--- src/rtl/cc_pkg.sv ---
package cc_pkg;

  localparam int SR_W    = 8;
  localparam int B_MASK  = 7;
  localparam int B_USR_A = 6;
  localparam int B_HALF  = 5;
  localparam int B_USR_B = 4;
  localparam int B_NEG   = 3;
  localparam int B_ZERO  = 2;
  localparam int B_OVF   = 1;
  localparam int B_CARRY = 0;

  localparam logic [SR_W-1:0] SR_RESET = SR_W'(1) << B_MASK;

  typedef enum logic [3:0] {
    OP_NONE  = 4'd0,
    OP_ADD   = 4'd1,
    OP_ADDC  = 4'd2,
    OP_SUB   = 4'd3,
    OP_SUBC  = 4'd4,
    OP_CMP   = 4'd5,
    OP_NEG   = 4'd6,
    OP_LOAD  = 4'd7,
    OP_STORE = 4'd8,
    OP_AND   = 4'd9,
    OP_OR    = 4'd10,
    OP_XOR   = 4'd11
  } cc_op_e;

  typedef struct packed {
    logic half;
    logic neg;
    logic zero;
    logic ovf;
    logic carry;
  } arith_flags_t;

  function automatic logic op_is_arith(input cc_op_e op);
    return (op == OP_ADD) || (op == OP_ADDC) || (op == OP_SUB) ||
           (op == OP_SUBC) || (op == OP_CMP) || (op == OP_NEG);
  endfunction

  function automatic logic op_is_chained(input cc_op_e op);
    return (op == OP_ADDC) || (op == OP_SUBC);
  endfunction

  function automatic logic op_is_subtract(input cc_op_e op);
    return (op == OP_SUB) || (op == OP_SUBC) || (op == OP_CMP) || (op == OP_NEG);
  endfunction

endpackage

--- src/rtl/cc_size_flags.sv ---
module cc_size_flags
  import cc_pkg::*;
#(
  parameter int W = 8
) (
  input  logic [W-1:0]  opa,
  input  logic [W-1:0]  opb,
  input  logic [W-1:0]  res,
  input  logic          sub_mode,
  output arith_flags_t  flags
);

  localparam int HI = W - 1;
  localparam int HC = W - 5;

  // Carry (add) or borrow (subtract) out of each bit, recovered from a, b, r.
  logic [W-1:0] cout;
  logic         sa, sb, sr;
  logic         unused_mid_carries;

  always_comb begin
    if (sub_mode) cout = (~opa & opb) | ((~opa | opb) & res);
    else          cout = (opa & opb) | ((opa | opb) & ~res);
  end

  assign sa = opa[HI];
  assign sb = opb[HI];
  assign sr = res[HI];

  assign flags.half  = cout[HC];
  assign flags.carry = cout[HI];
  assign flags.neg   = sr;
  assign flags.zero  = ~|res;
  assign flags.ovf   = sub_mode ? ((sa ^ sb) & (sa ^ sr))
                                : (~(sa ^ sb) & (sa ^ sr));

  assign unused_mid_carries = ^cout;

endmodule

--- src/rtl/cc_flag_select.sv ---
module cc_flag_select
  import cc_pkg::*;
#(
  parameter int DATA_W = 32
) (
  input  logic [DATA_W-1:0] opa,
  input  logic [DATA_W-1:0] opb,
  input  logic [DATA_W-1:0] res,
  input  logic              sub_mode,
  input  logic [1:0]        size_sel,
  output arith_flags_t      flags
);

  localparam int NSIZE = 3;

  arith_flags_t per_size [NSIZE];

  for (genvar gi = 0; gi < NSIZE; gi++) begin : g_size
    localparam int W = DATA_W >> (NSIZE - 1 - gi);
    cc_size_flags #(.W(W)) u_size (
      .opa      (opa[W-1:0]),
      .opb      (opb[W-1:0]),
      .res      (res[W-1:0]),
      .sub_mode (sub_mode),
      .flags    (per_size[gi])
    );
  end

  always_comb begin
    case (size_sel)
      2'd0:    flags = per_size[0];
      2'd1:    flags = per_size[1];
      default: flags = per_size[2];
    endcase
  end

endmodule

--- src/rtl/cc_reg_update.sv ---
module cc_reg_update
  import cc_pkg::*;
(
  input  logic            clk,
  input  logic            rst_n,
  input  logic            op_valid,
  input  cc_op_e          op,
  input  arith_flags_t    flags,
  input  logic [SR_W-1:0] imm,
  input  logic            exc_entry,
  output logic [SR_W-1:0] sr_q
);

  logic [SR_W-1:0] sr_d;

  always_comb begin
    sr_d = sr_q;
    if (op_valid) begin
      case (op)
        OP_ADD, OP_ADDC, OP_SUB, OP_SUBC, OP_CMP, OP_NEG: begin
          sr_d[B_HALF]  = flags.half;
          sr_d[B_NEG]   = flags.neg;
          sr_d[B_ZERO]  = op_is_chained(op) ? (sr_q[B_ZERO] & flags.zero) : flags.zero;
          sr_d[B_OVF]   = flags.ovf;
          sr_d[B_CARRY] = flags.carry;
        end
        OP_LOAD: sr_d = imm;
        OP_AND:  sr_d = sr_q & imm;
        OP_OR:   sr_d = sr_q | imm;
        OP_XOR:  sr_d = sr_q ^ imm;
        default: sr_d = sr_q;
      endcase
    end
    if (exc_entry) sr_d[B_MASK] = 1'b1;
  end

  always_ff @(posedge clk or negedge rst_n) begin
    if (!rst_n) sr_q <= SR_RESET;
    else        sr_q <= sr_d;
  end

  assert_exc_sets_mask_R8: assert property (@(posedge clk) disable iff (!rst_n)
    exc_entry |=> sr_q[B_MASK]);

  assert_idle_holds_R10: assert property (@(posedge clk) disable iff (!rst_n)
    (!op_valid && !exc_entry) |=> $stable(sr_q));

  assert_and_merges_R7: assert property (@(posedge clk) disable iff (!rst_n)
    (op_valid && op == OP_AND && !exc_entry) |=> sr_q == ($past(sr_q) & $past(imm)));

  assert_arith_keeps_upper_R6: assert property (@(posedge clk) disable iff (!rst_n)
    (op_valid && op_is_arith(op) && !exc_entry) |=>
      (sr_q[B_MASK] == $past(sr_q[B_MASK])) && (sr_q[B_USR_A] == $past(sr_q[B_USR_A])) &&
      (sr_q[B_USR_B] == $past(sr_q[B_USR_B])));

endmodule

--- src/rtl/cc_flag_unit.sv ---
module cc_flag_unit
  import cc_pkg::*;
#(
  parameter int DATA_W = 32
) (
  input  logic              clk,
  input  logic              rst_n,
  input  logic              op_valid,
  input  logic [3:0]        op_code,
  input  logic [1:0]        op_size,
  input  logic [DATA_W-1:0] src_a,
  input  logic [DATA_W-1:0] src_b,
  input  logic [DATA_W-1:0] result,
  input  logic [SR_W-1:0]   imm,
  input  logic              exc_entry,
  input  logic              irq_req,
  input  logic              nmi_req,
  output logic [SR_W-1:0]   sr_q,
  output logic              cond_n,
  output logic              cond_z,
  output logic              cond_v,
  output logic              cond_c,
  output logic              irq_grant,
  output logic              nmi_grant
);

  cc_op_e            op_e;
  logic [DATA_W-1:0] eff_a;
  logic              sub_mode;
  arith_flags_t      flags;

  assign op_e     = cc_op_e'(op_code);
  assign eff_a    = (op_e == OP_NEG) ? '0 : src_a;
  assign sub_mode = op_is_subtract(op_e);

  cc_flag_select #(.DATA_W(DATA_W)) u_select (
    .opa      (eff_a),
    .opb      (src_b),
    .res      (result),
    .sub_mode (sub_mode),
    .size_sel (op_size),
    .flags    (flags)
  );

  cc_reg_update u_reg (
    .clk       (clk),
    .rst_n     (rst_n),
    .op_valid  (op_valid),
    .op        (op_e),
    .flags     (flags),
    .imm       (imm),
    .exc_entry (exc_entry),
    .sr_q      (sr_q)
  );

  assign cond_n    = sr_q[B_NEG];
  assign cond_z    = sr_q[B_ZERO];
  assign cond_v    = sr_q[B_OVF];
  assign cond_c    = sr_q[B_CARRY];
  assign irq_grant = irq_req & ~sr_q[B_MASK];
  assign nmi_grant = nmi_req;

  assert_byte_neg_msb_R2: assert property (@(posedge clk) disable iff (!rst_n)
    (op_valid && op_size == 2'd0 && (op_e == OP_ADD || op_e == OP_SUB)) |=>
      sr_q[B_NEG] == $past(result[7]));

endmodule

--- config.mk ---
export PLATFORM = sky130hd
export DESIGN_NAME = cc_flag_unit
export DESIGN_NICKNAME = d
export VERILOG_FILES = /design/src/rtl/cc_pkg.sv /design/src/rtl/cc_size_flags.sv /design/src/rtl/cc_flag_select.sv /design/src/rtl/cc_reg_update.sv /design/src/rtl/cc_flag_unit.sv
export SDC_FILE = /design/constraint.sdc
export NUM_CORES = 1
export LEC_CHECK = 0
export ABC_AREA = 1
export ABC_CLOCK_PERIOD_IN_PS = 1120
export BUFFER_PORTS_ARGS = -buffer_cell sky130_fd_sc_hd__buf_2
export CAP_MARGIN = 20
export CORE_MARGIN = 2
export CORE_UTILIZATION = 35
export DETAILED_ROUTE_END_ITERATION = 7
export GPL_ROUTABILITY_DRIVEN = 0
export HOLD_SLACK_MARGIN = 0.08
export MAX_ROUTING_LAYER = met4
export PLACE_DENSITY = 0.86
export SKIP_LAST_GASP = 1
export SLEW_MARGIN = 0
export SYNTH_ARGS = -nofsm -noshare
export SYNTH_HDL_FRONTEND = slang
export SYNTH_SLANG_ARGS = --single-unit
--- constraint.sdc ---
create_clock -name clk -period 1.12 [get_ports clk]
set_input_delay 0.056 -clock clk [delete_from_list [all_inputs] [get_ports clk]]
set_output_delay 0.056 -clock clk [all_outputs]
set_load 0.01 [all_outputs]
==> results.md <==
- Antenna cells: 0
- Most frequent cells in the layout: nand2_1, buf_2, buf_4, nor2_1, inv_1
- Die Y-Extent: 70.37 microns
- Post-synth EDFFs: 0
- Reg-to-reg startpoint: u_reg.sr_q[1]
- Port bufs: 75
- Dominant cell type by area after synthesis: nand2_1
- Final clock skew: 0 ns
- Layout area overhead: 63.96%
- Worst EP arrival: 1.40 ns
- Busiest grt layer: met2
- Count of cell types in the netlist: 36
- Met1 usage: 24.54%
- Final period util: 113.0%
- Fillers: 387
- Register with the highest flop count: u_reg.sr_q
- Max clock buf depth: 2
- Place WS: -0.3132 ns
- Clk slew on worst S/H paths: 0.05 ns
- Biggest regs: u_reg.sr_q x8
- Drt wl/cell: 12.34 microns
- GR Layer Usage met2: 42.14%
- Yosys reg bits: 8
- IO Pins: 130
- Avg Inst Size Synth: 5.861 sq um
- Leakage power: 1.434 nW
- Fraction of synthesis flops using an asynchronous set or reset pin: 100.0%
- R2R Setup Slk: -0.15 ns
- Worst slew pin tran: 0.3848 ns
- Fmax: 790.4 MHz
- Tmin final: 1.265 ns
- Number of flip-flops in the largest register: 8
- Cts bufs inserted: 3
- Top-area cell type share of the netlist area: 21.43%
- Fin. Hold Viols: 0
- Final routed DRC violation total: 0
- CTS tree: built
- Post-route cell area: 2527 sq um
- Failing checks: setup timing
- Crit-path max FO: 4
- Final Max Tran Viols: 0
- Layout cells sized above 1: 43.52%
- Synth area leaders: nand2_1, ha_1, dfrtp_1, inv_1, nor2_1
- CP Class: reg -> reg
- RSZ-0062 raised after global routing: yes
- Outcome: complete, but fails checks
- Initial Util: 35.90%
- Core Area: 4294 sq um
- CTS sink cnt: 8
- Initial antenna violation count: 0
- DRT iter0 DRCs: 94
- Met3 Resource Use GR: 2.020%
- Rel. slew slack: 74.35%
- First-pass GRT wire length: 9.087 mm
- Yosys warning count: 0
- Hold Crit Depth: 0
- Clk_lat worst skew: 0.24 ns
- Die area: 4951 sq um
- Reg2reg path depth: 8
- Drt pass-1 iters: 4
- Register area share after synthesis: 13.07%
- Worst setup EP type: register
- Largest net degree at the start of global routing: 11
- Synthesized cell area: 1541 sq um
- Worst EP required: 1.26 ns
- DR vias/cell: 4.922
- Routed Antenna Nets: 0
- Hold Path Origin: nmi_req
- Peak supply drop: 0.3534 mV
- Final worst setup slack: -0.1452 ns
- H-tree lvl count: 1
- Ys flop type: dfrtp_1
- Congestion Overflow GR: 0
- Finish-stage setup viols: 11
- Worst Hold Path EP: nmi_grant
- Max cap viols: 0
- DR vias: 2156
- Die Wd: 70.37 microns
- Worst setup SP type: register
- Synthesized Nets: 399
- Row count: 24
- Tot GR Track Use: 22.57%
- Vias in the first global route: 2212
- Power Density: 780.4 nW/um^2
- Root buffer cell: clkbuf_8
- Syn Inst Count: 263
- Final WL: 5.403 mm
- Worst R2R End: u_reg.sr_q[1]
- DP Area: 2263 sq um
- DP HPWL: 4.151 mm
- HP Class: in -> out
- Nets: 523
- Commonest non-fill, non-tap cell in the layout: nand2_1
worst max path at each step:
stage,startpoint,slack [ns],endpoint
finish,u_reg.sr_q[1],-0.15,u_reg.sr_q[1]
global placement,op_code[2],-0.23,u_reg.sr_q[0]
floorplan,op_code[2],-0.13,u_reg.sr_q[0]
detailed placement,op_code[2],-0.31,u_reg.sr_q[0]
CTS,u_reg.sr_q[3],-0.14,u_reg.sr_q[3]
global route,u_reg.sr_q[3],-0.26,u_reg.sr_q[3]
kinds of logic after synthesis:
family / after synthesis / share of synthesized area, %
adders and majority gates: 20 / 16.23
and+or+nand+nor: 162 / 46.43
buffers and inverters: 45 / 12.42
AOI/OAI and AO/OA: 28 / 11.85
DFF: 8 / 13.07
cell usage after synthesis, drive strengths merged (2+ instances only):
master  count
a21oi       6
nor4        4
nand2      91
nor3        2
dfrtp       7
nand3      20
ha         20
o211ai      2
inv        39
nand4       3
or2         2
nor2       37
nand3b      2
buf         5
o21ai      13
area by class of cell:
class	count	area, sq um	area share (%)
sequential	8	201.4	7.970
timing repair buffer	124	768.2	30.40
inverter	40	157.7	6.238
clock buffer	4	45.04	1.782
multi-input combinational	210	1290	51.04
tap	52	65.06	2.574
critical path, cell delays in order, from the launching register on:
cell and delay (ns):
dfrtp_1 0.41, inv_1 0.11, ha_4 0.20, nand2_1 0.06, nand4_1 0.12, nor2_1 0.10
nor2_1 0.04, nand2_1 0.07, nand2_1 0.04
layer usage:
metal  vias to the layer above  part of all wire (%)
met5                         -                     0
met4                         0                   2.3
met3                        13                   5.8
met2                        83                    54
met1                       979                    38
li1                       1081                     -
per-stage QoR:
| stage | utilization, % | setup TNS, ns | hold slack (ns) | instances | total power (W) |
|---|---|---|---|---|---|
| finish | 58.86 | -0.9902 | 0.1121 | 438 | 0.001972 |
| global route | 58.86 | -1.694 | 0.1120 | 438 | 0.002112 |
| CTS | 56.91 | -0.9173 | 0.1122 | 435 | 0.001876 |
| detailed placement | 52.71 | -2.062 | -0.07684 | 422 | 0.001344 |
| global placement | 52.71 | -1.550 | -0.08460 | 422 | 0.001294 |
| floorplan | - | -0.6734 | -0.2396 | 263 | 0.0008690 |
report_power, final:
group	leakage (nW)	switching [W]	internal, W
logic	1.31	0.000570	0.000603
clock network	0.0228	0.000151	0.000250
registers	0.0976	0.0000533	0.000345
total	1.43	0.000775	0.00120
repair_timing:
item                                    4_1_cts  5_1_grt
hold buffers                                  2        0
endpoints found under the hold margin         9        0
setup buffers                                 7        3
endpoints found under the setup margin        8       13
pin swaps                                    18       19
resized for setup                            13       16
Power figures use the tool's default switching activity.
